File: src/rtl/seg_guard_pkg.sv
package seg_guard_pkg;

  typedef enum logic [1:0] {
    KIND_FETCH = 2'd0,
    KIND_READ  = 2'd1,
    KIND_WRITE = 2'd2,
    KIND_RSVD  = 2'd3
  } acc_kind_e;

  typedef enum logic {
    FLT_GENERAL = 1'b0,
    FLT_STACK   = 1'b1
  } flt_class_e;

  typedef struct packed {
    logic exec;
    logic dir;
    logic rw;
    logic present;
  } desc_attr_t;

endpackage

File: src/rtl/seg_limit_unit.sv
module seg_limit_unit #(
  parameter int ADDR_W = 32,
  parameter int SIZE_W = 3
) (
  input  logic [ADDR_W-1:0] offset,
  input  logic [SIZE_W-1:0] size,
  input  logic [ADDR_W-1:0] limit,
  input  logic              is_fetch,
  input  logic              exec,
  input  logic              dir,
  output logic              over
);
  localparam int EXT_W = ADDR_W + 1;

  logic [EXT_W-1:0] last_byte;
  logic [EXT_W-1:0] limit_ext;
  logic             expand_down;
  logic             over_upper;
  logic             over_lower;

  // Upper end of the access, one bit wider so a carry out is kept
  assign last_byte   = {1'b0, offset} + EXT_W'(size) - EXT_W'(1);
  assign limit_ext   = {1'b0, limit};
  assign expand_down = !is_fetch && !exec && dir;
  assign over_upper  = last_byte > limit_ext;
  assign over_lower  = offset < limit;
  assign over        = expand_down ? over_lower : over_upper;

endmodule

File: src/rtl/seg_rights_unit.sv
module seg_rights_unit
  import seg_guard_pkg::*;
#(
  parameter int PRIV_W = 2
) (
  input  acc_kind_e         kind,
  input  desc_attr_t        attr,
  input  logic [PRIV_W-1:0] rpl,
  input  logic [PRIV_W-1:0] dpl,
  input  logic [PRIV_W-1:0] cpl,
  input  logic              prot_en,
  input  logic              v86_mode,
  output logic              deny
);
  logic checks_on;
  logic deny_present;
  logic deny_priv;
  logic deny_type;

  assign checks_on    = prot_en && !v86_mode;
  assign deny_present = !attr.present;

  always_comb begin
    deny_priv = cpl > dpl;
    if (kind != KIND_FETCH && rpl > dpl) deny_priv = 1'b1;
  end

  always_comb begin
    unique case (kind)
      KIND_FETCH: deny_type = !attr.exec;
      KIND_WRITE: deny_type = attr.exec || !attr.rw;
      default:    deny_type = attr.exec && !attr.rw;
    endcase
  end

  assign deny = checks_on && (deny_present || deny_priv || deny_type);

endmodule

File: src/rtl/seg_addr_unit.sv
module seg_addr_unit #(
  parameter int ADDR_W = 32
) (
  input  logic [ADDR_W-1:0] base,
  input  logic [ADDR_W-1:0] offset,
  output logic [ADDR_W-1:0] linear
);
  // Carry out of the top bit is dropped: arithmetic modulo 2^ADDR_W
  assign linear = base + offset;
endmodule

File: src/rtl/seg_access_guard.sv
module seg_access_guard
  import seg_guard_pkg::*;
#(
  parameter int ADDR_W = 32,
  parameter int SIZE_W = 3,
  parameter int PRIV_W = 2
) (
  input  logic              clk,
  input  logic              rst,
  input  logic              req_valid,
  input  logic [ADDR_W-1:0] req_offset,
  input  logic [SIZE_W-1:0] req_size,
  input  logic [1:0]        req_kind,
  input  logic              req_is_stack,
  input  logic [ADDR_W-1:0] desc_base,
  input  logic [ADDR_W-1:0] desc_limit,
  input  logic              desc_exec,
  input  logic              desc_dir,
  input  logic              desc_rw,
  input  logic              desc_present,
  input  logic [PRIV_W-1:0] desc_rpl,
  input  logic [PRIV_W-1:0] desc_dpl,
  input  logic [PRIV_W-1:0] cur_cpl,
  input  logic              prot_en,
  input  logic              v86_mode,
  output logic              rsp_valid,
  output logic              rsp_fault,
  output logic              rsp_class,
  output logic [ADDR_W-1:0] rsp_linear
);
  acc_kind_e   kind;
  desc_attr_t  attr;
  logic        lim_over;
  logic        rights_deny;
  logic        fault_d;
  flt_class_e  class_d;
  logic [ADDR_W-1:0] linear_d;

  assign kind = acc_kind_e'(req_kind);
  assign attr = '{exec: desc_exec, dir: desc_dir, rw: desc_rw, present: desc_present};

  seg_limit_unit #(.ADDR_W(ADDR_W), .SIZE_W(SIZE_W)) u_limit (
    .offset   (req_offset),
    .size     (req_size),
    .limit    (desc_limit),
    .is_fetch (kind == KIND_FETCH),
    .exec     (desc_exec),
    .dir      (desc_dir),
    .over     (lim_over)
  );

  seg_rights_unit #(.PRIV_W(PRIV_W)) u_rights (
    .kind     (kind),
    .attr     (attr),
    .rpl      (desc_rpl),
    .dpl      (desc_dpl),
    .cpl      (cur_cpl),
    .prot_en  (prot_en),
    .v86_mode (v86_mode),
    .deny     (rights_deny)
  );

  seg_addr_unit #(.ADDR_W(ADDR_W)) u_addr (
    .base   (desc_base),
    .offset (req_offset),
    .linear (linear_d)
  );

  assign fault_d = lim_over || rights_deny;
  assign class_d = (fault_d && req_is_stack) ? FLT_STACK : FLT_GENERAL;

  always_ff @(posedge clk) begin
    if (rst) begin
      rsp_valid  <= 1'b0;
      rsp_fault  <= 1'b0;
      rsp_class  <= 1'b0;
      rsp_linear <= '0;
    end else begin
      rsp_valid <= req_valid;
      if (req_valid) begin
        rsp_fault  <= fault_d;
        rsp_class  <= class_d;
        rsp_linear <= linear_d;
      end
    end
  end

endmodule

File: config.mk
export PLATFORM = sky130hd
export DESIGN_NAME = seg_access_guard
export DESIGN_NICKNAME = d
export VERILOG_FILES = /design/src/rtl/seg_guard_pkg.sv /design/src/rtl/seg_limit_unit.sv /design/src/rtl/seg_rights_unit.sv /design/src/rtl/seg_addr_unit.sv /design/src/rtl/seg_access_guard.sv
export SDC_FILE = /design/constraint.sdc
export NUM_CORES = 1
export LEC_CHECK = 0
export BUFFER_PORTS_ARGS = -buffer_cell sky130_fd_sc_hd__buf_2
export CAP_MARGIN = 10
export CORE_ASPECT_RATIO = 1.75
export CORE_MARGIN = 3
export CORE_UTILIZATION = 35
export DETAILED_ROUTE_END_ITERATION = 16
export SETUP_SLACK_MARGIN = 0.5
export SYNTH_ARGS = -nofsm -noshare
export SYNTH_HDL_FRONTEND = slang
export SYNTH_SLANG_ARGS = --single-unit
File: constraint.sdc
create_clock -name clk -period 9.3 [get_ports clk]
set_input_delay 0 -clock clk [delete_from_list [all_inputs] [get_ports clk]]
set_output_delay 0 -clock clk [all_outputs]
set_load 0.1 [all_outputs]
==> results.md <==
* Status: completed
* Antenna diode count at 0
* Synth Warn # at 0
* DR vias/cell at 5.40
* Clk root buf: clkbuf_16
* Post-Synthesis Cells at ~800
* Post-CTS Repair Setup Buffers at 0
* Peak supply drop at approximately 0.00011 V
* Synth Area in Compound Gates at 29.2%
* Grt total ovfl at 0
* Crit path arrival time at 4.72 ns
* First-pass GRT wire length at 31.5 mm
* Fraction of final layout cells with drive strength greater than 1 at 18.3%
* GR Util met3 at 1.61%
* # rows at 63
* Final worst setup slack at 4.77 ns
* CP cell instances: buf_2 -> inv_1 -> ha_1 -> inv_1 -> ha_1 -> a211o_1 -> a2111oi_4 -> o32a_1 -> and2b_4 -> o2111ai_1 -> a21oi_1 -> o21ai_1 -> xor2_1 -> ha_1 -> nand4_1 -> nor4_1 -> a2111oi_0 -> nand2_1 -> a311oi_1 -> a311oi_1 -> a211oi_2 -> o31ai_1
* Period utilization at 48.7%
* Met2 usage at 40.8%
* Worst Skew at 0 ns
* Core area at 0.0170 mm²
* Fraction of registers with async set/reset at 0%
* CP endpoint kind: flip-flop
* Final-stage net count at 1,194
* Min cycle time layout at 4.53 ns
* Initial antenna violation count at 0
* Final HPWL DP at 17.5 mm
* Worst Path Required at between 9 and 10 ns
* Detailed-route DRC error count at 0
* CP dominant cell by count: ha_1
* Drt pass-1 iters at 4
* Most frequent cells in the layout: buf_2 (151), ha_1 (132), inv_1 (97)
* CP max-delay cell: nor4_1
* Final Max Tran Viols at 0
* Post-Synth XOR/XNOR Area at 5.89%
* Largest net degree at the start of global routing at 27
* Hold buffer count at CTS at 0
* Worst-Margin Slew at 1.01 ns
* Post-synth EDFFs at 0
* Worst R2R Start: rsp_linear[28]
* Mux cell area share after synthesis at 1.31%
* DRT antenna net count at 0
* R2R cell count at 3
* CTS tree: done
* Simple-gate portion of the synthesized area at 17.5%
* Ys flop type: dfxtp_1
* Die X at 106 µm
* Pre-CTS WS at 4.55 ns
* Initial core utilization at about 36%
* Routed len/inst at 16.8 µm
* Final WL at 19.7 mm
* Clock-pin slew on the worst setup and hold paths at roughly 0.060 ns
* Total GRT Usage at 20.3%
* Pwr Density at between 100 and 150 mW/mm²
* Final TNS setup at 0 ns
* Max stage delay on crit path at ~0.54 ns
* IO Port Bufs at 151
* Die area at 0.0191 mm²
* Worst skew pair latency at 0.28 ns
* Largest family of logic cells by synthesized area: compound AO/OA/AOI/OAI gates
* Num CTS Buffers at 5
* Most common cell after layout, fill and taps aside: buf_2
* Bufs on Longest Clock Path at 2
* Hold Crit Depth at 3
* GR met1 Demand/Resource at 21.2%
* Top Ports at 152
* HP Class: input pin to flip-flop
* Total power at 916 µW
* Max Freq at 221 MHz
* Type of origin of the critical path: input pin
* Syn nets at 1,048
* Mapped cell area at 0.00610 mm²
* Cts repair resizes at 0
* # Max-Cap Violations at 0
* DP Area at 0.00709 mm²
* Top Usage Layer GRT: met2
* Post-synthesis register bit count at 35
* Crit path max fanout at 3
* Rel. slew slack at 32.7%
* Layout Area Growth over Synthesis at 19.1%
* Synth unique cells at 76
* Placer Congestion at 0.925
* Vias in the first global route at 6,387
* Fin util at between 40% and 50%
* H-tree depth at 2
* CP Class: input pin to flip-flop
* Final Setup Violations at 0
* Hold EP: rsp_class
* Adder-Cell Fraction of Synth Area at 27.7%
* Reg2reg setup slack at around 8.5 ns
* Final Hold Viols at 0
* Sink Count at 35
* Hold_sp: req_is_stack
* Leakage power at 0.00376 µW
* Via count at 6,318
* Syn_area_per_cell at 7.65 µm²
* Critical R2R Capture: rsp_linear[28]
* Iteration-0 DRC Markers at 236
* Die Height at between 150 and 200 µm
* Final Cell Area at just over 0.007 mm²
* Seq/Total Area, Yosys at between 10% and 20%
* RSZ-0062 raised after global routing: no
==> critical path, delay by kind of cell <==
kind | cells | cell delay (ns)
AOI/OAI and AO/OA | 11 | 2.44
and+or+nand+nor | 4 | 0.98
buffers and inverters | 3 | 0.21
xor gates and xnor gates | 1 | 0.15
adders and majority gates | 3 | 0.93
==> final cells by class <==
cell class	count	area [µm²]
Tap cell	227	284
Clock inverter	3	46.3
Timing Repair Buffer	151	756
Clock buffer	5	125
Fill cell	1905	9760
Multi-Input combinational cell	651	4980
Sequential cell	35	701
Inverter	99	372
==> through the flow <==
step	cells	hold WS (ns)
finish	1171	0.0106
global route	1171	0.0158
CTS	1171	0.00998
detailed placement	1163	0.302
global placement	1163	0.294
floorplan	797	0.148
==> registers in the layout, indices dropped and copies added (netlist names) <==
| register | flops |
|---|---|
| rsp_fault | 1 |
| rsp_linear | 32 |
| rsp_valid | 1 |
| rsp_class | 1 |
==> synth_stat cells, types with 3 or more instances <==
cell       instances  area share, %
o21bai_1           8           0.99
and4_1             4           0.57
nand3_1           18            1.5
nor2_1            45            2.8
nand3b_1           4           0.49
a211o_1            3           0.43
inv_1             97            6.0
o211ai_1           8           0.99
o21ai_0           23            1.9
nor4_1             4           0.41
ha_1             132             27
clkbuf_1          11           0.68
or3_1              6           0.62
and3_1             5           0.51
xnor2_1           24            3.4
nor3_1            16            1.3
dfxtp_1           35             11
o2111ai_1          5           0.72
a311oi_1           3           0.43
o31ai_1            6           0.74
nand2b_1           5           0.51
o21a_1            15            1.8
nor2b_1           12            1.2
a211oi_1          11            1.4
a21oi_1           68            5.6
mux2i_1            8            1.3
a31oi_1            9           0.92
o21ai_1           20            1.6
xor2_1            17            2.4
nand2_1           57            3.5
nand4_1           18            1.8
a32o_1             6           0.99
a21o_1            33            4.1
a2111oi_0          4           0.57
and2_1             3           0.31
a311o_1            3           0.49
o31a_1             4           0.57
==> metal layers <==
metal | up-vias | routed length [µm]
met5 | - | 0
met4 | 0 | 741
met3 | 31 | 588
met2 | 149 | 11000
met1 | 2912 | 7350
li1 | 3226 | -
==> cells by family (layout without fill, tap and decap cells) <==
| logic type | Yosys count | after routing |
|---|---|---|
| buf+inv | 111 | 258 |
| fa+ha+maj | 134 | 134 |
| compound gates | 258 | 258 |
| xor+xnor | 41 | 41 |
| mux | 8 | 8 |
| simple gates | 210 | 210 |
| flops | 35 | 35 |
==> worst max path at each step <==
stage | end | from
CTS | rsp_class | req_offset[2]
floorplan | rsp_fault | req_offset[2]
detailed placement | rsp_class | req_offset[2]
finish | rsp_class | req_offset[2]
global placement | rsp_fault | req_offset[2]
global route | rsp_fault | req_offset[2]
==> power breakdown <==
group / switching (µW) / total (µW) / internal [µW]
clock network: 66.7 / 194 / 127
logic: 356 / 548 / 192
registers: 7.89 / 174 / 166
total: 431 / 916 / 485
Power figures use the tool's default switching activity.
